File: src/rtl/cfgdec_pkg.sv
package cfgdec_pkg;

    localparam int DW = 32;
    localparam int BEW = DW / 8;
    localparam logic [DW-1:0] SEL_KEEP_MASK = 32'h80FF_FFFC;
    localparam logic [DW-1:0] ALL_ONES = '1;

    typedef struct packed {
        logic       en;
        logic [6:0] rsvd;
        logic [7:0] bus;
        logic [4:0] dev;
        logic [2:0] fn;
        logic [5:0] idx;
        logic [1:0] lo;
    } cfg_sel_t;

    typedef enum logic [1:0] {
        K_SEL  = 2'd0,
        K_CFG  = 2'd1,
        K_NULL = 2'd2,
        K_IO   = 2'd3
    } acc_kind_e;

    typedef enum logic [1:0] {
        S_IDLE = 2'd0,
        S_CFG  = 2'd1,
        S_IO   = 2'd2,
        S_RESP = 2'd3
    } ctl_state_e;

    function automatic cfg_sel_t sel_clean(input logic [DW-1:0] v);
        return cfg_sel_t'(v & SEL_KEEP_MASK);
    endfunction

    function automatic logic bus_is_remote(input logic [7:0] b);
        return (b != 8'd0);
    endfunction

endpackage

File: src/rtl/cfgdec_classify.sv
module cfgdec_classify
    import cfgdec_pkg::*;
#(
    parameter int              IO_AW     = 16,
    parameter logic [IO_AW-1:0] SEL_PORT = 16'h0CF8,
    parameter logic [IO_AW-1:0] WIN_PORT = 16'h0CFC
) (
    input  logic [IO_AW-1:0] addr,
    input  logic [BEW-1:0]   be,
    input  logic             sel_en,
    output acc_kind_e        kind
);
    localparam int LSB = $clog2(BEW);

    logic sel_hit;
    logic win_hit;

    always_comb begin
        sel_hit = (addr == SEL_PORT) && (be == {BEW{1'b1}});
        win_hit = (addr[IO_AW-1:LSB] == WIN_PORT[IO_AW-1:LSB]) && sel_en;
        if (sel_hit)
            kind = K_SEL;
        else if (win_hit && (be == '0))
            kind = K_NULL;
        else if (win_hit)
            kind = K_CFG;
        else
            kind = K_IO;
    end
endmodule

File: src/rtl/cfgdec_sel_reg.sv
module cfgdec_sel_reg
    import cfgdec_pkg::*;
(
    input  logic          clk,
    input  logic          rst,
    input  logic          we,
    input  logic [DW-1:0] wdata,
    output cfg_sel_t      sel
);
    cfg_sel_t sel_q;

    always_ff @(posedge clk) begin
        if (rst)
            sel_q <= '0;
        else if (we)
            sel_q <= sel_clean(wdata);
    end

    assign sel = sel_q;

    p_rsvd_zero_r1: assert property (@(posedge clk) disable iff (rst)
        we |=> (sel.rsvd == '0) && (sel.lo == '0));
endmodule

File: src/rtl/cfgdec_ctrl.sv
module cfgdec_ctrl
    import cfgdec_pkg::*;
#(
    parameter int IO_AW = 16
) (
    input  logic             clk,
    input  logic             rst,
    input  logic             acc_rd,
    input  logic             acc_wr,
    input  logic [IO_AW-1:0] acc_addr,
    input  logic [BEW-1:0]   acc_be,
    input  logic [DW-1:0]    acc_wdata,
    input  acc_kind_e        kind,
    input  cfg_sel_t         sel,
    output logic             sel_we,
    output logic [DW-1:0]    h_rdata,
    output logic             h_ready,
    output logic             cfg_req,
    output logic             cfg_we,
    output logic             cfg_type1,
    output logic [7:0]       cfg_bus,
    output logic [4:0]       cfg_dev,
    output logic [2:0]       cfg_fn,
    output logic [5:0]       cfg_reg,
    output logic [BEW-1:0]   cfg_be,
    output logic [DW-1:0]    cfg_wdata,
    input  logic             cfg_done,
    input  logic             cfg_abort,
    input  logic [DW-1:0]    cfg_rdata,
    output logic             io_req,
    output logic             io_we,
    output logic [IO_AW-1:0] io_addr,
    output logic [BEW-1:0]   io_be,
    output logic [DW-1:0]    io_wdata,
    input  logic             io_done,
    input  logic [DW-1:0]    io_rdata
);
    ctl_state_e      state_q;
    logic [DW-1:0]   rdata_q;
    logic            start;

    assign start  = (state_q == S_IDLE) && (acc_rd || acc_wr);
    assign sel_we = start && acc_wr && (kind == K_SEL);

    always_ff @(posedge clk) begin
        if (rst) begin
            state_q   <= S_IDLE;
            rdata_q   <= '0;
            cfg_we    <= 1'b0;
            cfg_type1 <= 1'b0;
            cfg_bus   <= '0;
            cfg_dev   <= '0;
            cfg_fn    <= '0;
            cfg_reg   <= '0;
            cfg_be    <= '0;
            cfg_wdata <= '0;
            io_we     <= 1'b0;
            io_addr   <= '0;
            io_be     <= '0;
            io_wdata  <= '0;
        end else begin
            unique case (state_q)
                S_IDLE: begin
                    rdata_q <= '0;
                    if (start) begin
                        unique case (kind)
                            K_SEL: begin
                                rdata_q <= acc_wr ? '0 : DW'(sel);
                                state_q <= S_RESP;
                            end
                            K_NULL: begin
                                rdata_q <= acc_wr ? '0 : ALL_ONES;
                                state_q <= S_RESP;
                            end
                            K_CFG: begin
                                cfg_we    <= acc_wr;
                                cfg_type1 <= bus_is_remote(sel.bus);
                                cfg_bus   <= sel.bus;
                                cfg_dev   <= sel.dev;
                                cfg_fn    <= sel.fn;
                                cfg_reg   <= sel.idx;
                                cfg_be    <= acc_be;
                                cfg_wdata <= acc_wdata;
                                state_q   <= S_CFG;
                            end
                            default: begin
                                io_we    <= acc_wr;
                                io_addr  <= acc_addr;
                                io_be    <= acc_be;
                                io_wdata <= acc_wdata;
                                state_q  <= S_IO;
                            end
                        endcase
                    end
                end
                S_CFG: begin
                    if (cfg_done) begin
                        if (cfg_we)
                            rdata_q <= '0;
                        else
                            rdata_q <= cfg_abort ? ALL_ONES : cfg_rdata;
                        state_q <= S_RESP;
                    end
                end
                S_IO: begin
                    if (io_done) begin
                        rdata_q <= io_we ? '0 : io_rdata;
                        state_q <= S_RESP;
                    end
                end
                default: begin
                    rdata_q <= '0;
                    state_q <= S_IDLE;
                end
            endcase
        end
    end

    assign h_ready = (state_q == S_RESP);
    assign h_rdata = rdata_q;
    assign cfg_req = (state_q == S_CFG);
    assign io_req  = (state_q == S_IO);

    p_cfg_held_r8: assert property (@(posedge clk) disable iff (rst)
        (cfg_req && !cfg_done) |=> cfg_req);
    p_cfg_stable_r8: assert property (@(posedge clk) disable iff (rst)
        (cfg_req && !cfg_done) |=> ($stable(cfg_bus) && $stable(cfg_dev) && $stable(cfg_fn)
                                   && $stable(cfg_reg) && $stable(cfg_be) && $stable(cfg_we)));
    p_io_held_r8: assert property (@(posedge clk) disable iff (rst)
        (io_req && !io_done) |=> (io_req && $stable(io_addr)));
    p_one_req_r8: assert property (@(posedge clk) disable iff (rst)
        $onehot0({cfg_req, io_req, h_ready}));
    p_ready_pulse_r8: assert property (@(posedge clk) disable iff (rst)
        h_ready |=> !h_ready);
    p_type_bus_r4: assert property (@(posedge clk) disable iff (rst)
        cfg_req |-> (cfg_type1 == (cfg_bus != 8'd0)));
    p_be_live_r5: assert property (@(posedge clk) disable iff (rst)
        cfg_req |-> (cfg_be != '0));
    p_abort_ones_r7: assert property (@(posedge clk) disable iff (rst)
        (cfg_req && cfg_done && cfg_abort && !cfg_we) |=> (h_ready && (h_rdata == ALL_ONES)));
    p_idle_zero_r11: assert property (@(posedge clk) disable iff (rst)
        !h_ready |-> (h_rdata == '0));
endmodule

File: src/rtl/cfg_port_decoder.sv
module cfg_port_decoder
    import cfgdec_pkg::*;
#(
    parameter int               IO_AW    = 16,
    parameter logic [IO_AW-1:0] SEL_PORT = 16'h0CF8,
    parameter logic [IO_AW-1:0] WIN_PORT = 16'h0CFC
) (
    input  logic             clk,
    input  logic             rst,
    input  logic [IO_AW-1:0] h_addr,
    input  logic [3:0]       h_be,
    input  logic             h_rd,
    input  logic             h_wr,
    input  logic [31:0]      h_wdata,
    output logic [31:0]      h_rdata,
    output logic             h_ready,
    output logic             cfg_req,
    output logic             cfg_we,
    output logic             cfg_type1,
    output logic [7:0]       cfg_bus,
    output logic [4:0]       cfg_dev,
    output logic [2:0]       cfg_fn,
    output logic [5:0]       cfg_reg,
    output logic [3:0]       cfg_be,
    output logic [31:0]      cfg_wdata,
    input  logic             cfg_done,
    input  logic             cfg_abort,
    input  logic [31:0]      cfg_rdata,
    output logic             io_req,
    output logic             io_we,
    output logic [IO_AW-1:0] io_addr,
    output logic [3:0]       io_be,
    output logic [31:0]      io_wdata,
    input  logic             io_done,
    input  logic [31:0]      io_rdata
);
    cfg_sel_t  sel;
    acc_kind_e kind;
    logic      sel_we;

    cfgdec_classify #(
        .IO_AW(IO_AW), .SEL_PORT(SEL_PORT), .WIN_PORT(WIN_PORT)
    ) u_classify (
        .addr(h_addr), .be(h_be), .sel_en(sel.en), .kind(kind)
    );

    cfgdec_sel_reg u_sel (
        .clk(clk), .rst(rst), .we(sel_we), .wdata(h_wdata), .sel(sel)
    );

    cfgdec_ctrl #(.IO_AW(IO_AW)) u_ctrl (
        .clk(clk), .rst(rst),
        .acc_rd(h_rd), .acc_wr(h_wr), .acc_addr(h_addr), .acc_be(h_be),
        .acc_wdata(h_wdata), .kind(kind), .sel(sel), .sel_we(sel_we),
        .h_rdata(h_rdata), .h_ready(h_ready),
        .cfg_req(cfg_req), .cfg_we(cfg_we), .cfg_type1(cfg_type1),
        .cfg_bus(cfg_bus), .cfg_dev(cfg_dev), .cfg_fn(cfg_fn), .cfg_reg(cfg_reg),
        .cfg_be(cfg_be), .cfg_wdata(cfg_wdata),
        .cfg_done(cfg_done), .cfg_abort(cfg_abort), .cfg_rdata(cfg_rdata),
        .io_req(io_req), .io_we(io_we), .io_addr(io_addr), .io_be(io_be),
        .io_wdata(io_wdata), .io_done(io_done), .io_rdata(io_rdata)
    );
endmodule

File: config.mk
export PLATFORM = sky130hd
export DESIGN_NAME = cfg_port_decoder
export DESIGN_NICKNAME = d
export VERILOG_FILES = /design/src/rtl/cfgdec_pkg.sv /design/src/rtl/cfgdec_classify.sv /design/src/rtl/cfgdec_sel_reg.sv /design/src/rtl/cfgdec_ctrl.sv /design/src/rtl/cfg_port_decoder.sv
export SDC_FILE = /design/constraint.sdc
export NUM_CORES = 1
export LEC_CHECK = 0
export CAP_MARGIN = 10
export CORE_UTILIZATION = 25
export CTS_BUF_LIST = sky130_fd_sc_hd__clkbuf_2 sky130_fd_sc_hd__clkbuf_4 sky130_fd_sc_hd__clkbuf_8
export CTS_CLUSTER_SIZE = 12
export DETAILED_ROUTE_END_ITERATION = 10
export HOLD_SLACK_MARGIN = 0.06
export SLEW_MARGIN = 5
export SYNTH_ARGS = -nofsm -noshare
export SYNTH_HDL_FRONTEND = slang
export SYNTH_SLANG_ARGS = --single-unit
File: constraint.sdc
create_clock -name clk -period 3.2 [get_ports clk]
set_input_delay 0.32 -clock clk [delete_from_list [all_inputs] [get_ports clk]]
set_output_delay 0.32 -clock clk [all_outputs]
set_load 0.1 [all_outputs]
==> out/metrics.cfg <==
[outcome]
status=completed

[cts]
cts-root-buf=clkbuf_8
clock_latency_ps=460
cts_resized=0
cts_max_level=4
post_cts_buffers=0
cts.path.max_buffers=2
clkTransAtPathRegs_ps=110
holdBufCountCts=0
clock-sinks=170
cts_tree=yes
cts_buffers=17

[timing]
timing.final.ws_setup_ps=795
worst_slew_pin_slew_ps=1160
drv_slew=0
max_freq_mhz=416
min_period_ps=2400
holdWs_ps=425
grt_setup_unrepaired=false
finalSetupViolCount=0
min_period_over_period=0.752
tns_ps=0
hold_violations=0
fin_skew_ps=16.5
slew_headroom=0.227

[synth]
synth-seq-area-share=0.480
ys_async_sr_fraction=0
yosysUniqueCellTypes=41
syn_area_per_cell_um2=9.18
synth_area_mm2=0.00709
synth_top_area_frac=0.480
ys_top_cells_by_area=dfxtp_1 (48%), mux2i_1 (19%), nand2_1 (10%), o2bb2ai_1 (4.0%), a21oi_1 (2.5%)
synth_nets=900
yosysMostFrequentCell=nand2_1
synth_edf_count=0
yosys_warnings=0
synth_seq_cells=170
synthTopCellsByCount=nand2_1 (190), dfxtp_1 (170), mux2i_1 (133), clkbuf_1 (44), nor2_1 (37)
synth_top_family_by_area=multiplexers
synth_compound_area_frac=0.124
synth_xor_area_frac=0
postSynthCellCount=772
synth_fa_ha_area_frac=0.00883
muxShareOfSynthArea=0.189
yosys.area_share.simple=0.152
synth_top_cell_by_area=dfxtp_1
synth-main-ff-cell=dfxtp_1

[drt]
wl_per_cell_um=17.1
vias_per_cell=4.52
drtPass1Iterations=5
drtIter0Drc=307
routed_wl_um=24300
ant_nets=0
route.detailed.drc=0
vias=6408

[setup_path]
crit_path_max_fanout=3
path_class=flop to output pin
r2r_setup_slack_ps=1000
end_kind=output pin
crit_required_ps=2880
arrival_ps=2080
slowest_stage=clkdlybuf4s50_1
crit_family=buffers and inverters
worst_path_largest_cell_delay_ps=1180
crit_chain=clkdlybuf4s50_1
crit_buf_inv=1
worst_setup_path_start_kind=flop

[floorplanning]
initial_utilization=0.254
coreArea_mm2=0.0279
rows=61
io_pins=271
fp.dieH_um=170
die_width_um=170
die_area_mm2=0.0290

[global_route]
grt-busiest-layer=met2
gr-total-overflow=0
use_met1=0.217
grt_pass1_wl_um=36800
met3_usage=0.0547
grt_pass1_vias=6345
grt_usage=0.167
grt_util_met2=0.266
antenna_found_initial=0
grt_max_degree=76

[place]
hpwl_um=17800
port_buffers=270
pre_cts_slack_ps=350
place_congestion=0.732

[power]
power_density_mw_per_mm2=876
leakagePower_uw=0.00403
ir_worst_vdd_mv=0.368

[final_layout]
drive_gt1_frac=0.0788
diodes=0
final_net_count=1157
area_growth_pct=50.9

[min_path]
min_path_type=input pin to flop

[job]
drv_cap=0

[per-stage QoR]
step                      utilization  total power, µW  instances  cell area (µm²)
after CTS                       0.384             9450       1418            10700
after floorplan                     -             6490        772             7090
after global routing            0.384             9780       1419            10700
after global placement          0.369             7770       1387            10300
after detailed placement        0.369             7790       1387            10300
final                           0.384             9380       1419            10700
[placed cells by master (no fill, tap or decap), types with 3 or more instances in the layout]
cell type,Yosys,final
clkbuf_8,0,17
inv_8,0,3
o2bb2ai_1,32,32
a21oi_1,35,34
nand2_1,190,190
buf_4,2,29
inv_1,13,13
inv_6,0,8
ha_1,5,5
nor4_1,3,3
clkdlybuf4s50_1,0,262
nor2_1,37,36
dfxtp_1,170,170
nand2b_1,3,3
buf_12,0,5
a31oi_1,26,25
nand4b_1,3,3
o32ai_1,9,9
o21ai_0,26,26
mux2i_1,133,133
[power breakdown]
group          total (µW)  leakage (µW)  switching (µW)  internal [µW]
clock network        1640      0.000211             907            729
registers            2670       0.00138             193           2480
logic                5070       0.00244            3730           1340
total                9380       0.00403            4830           4540
[area by class of cell]
class	count	area (µm²)
tap	378	473
inverter	14	57.6
clock buffer	17	234
clock inverter	14	176
sequential	170	3400
multi-input combinational	529	3400
fill	2812	17200
timing repair buffer	297	2950
[path summary, 6_finish.rpt]
check / depth (start not counted) / start / end
setup / recovery: 1 / u_ctrl.io_we / io_we
setup reg to reg: 6 / u_ctrl.state_q[0] / u_ctrl.h_rdata[19]
hold / removal: 3 / h_wdata[30] / u_ctrl.io_wdata[30]
hold reg to reg: 2 / u_ctrl.cfg_fn[1] / u_ctrl.cfg_fn[1]
[cell families (layout without fill, tap and decap cells)]
group                    Yosys count  in the layout
AO/OA/AOI/OAI                    134            134
flip-flops                       170            170
adder cells (fa/ha/maj)            5              5
buffers and inverters             73            342
AND/OR/NAND/NOR                  256            256
multiplexers                     134            134
[routing by layer]
metal / routed length (µm) / vias up
li1: - / 3192
met2: 10900 / 213
met1: 11300 / 2993
met4: 189 / 0
met3: 1970 / 10
met5: 0 / -
Note: power is estimated with default switching activity, not from simulation.
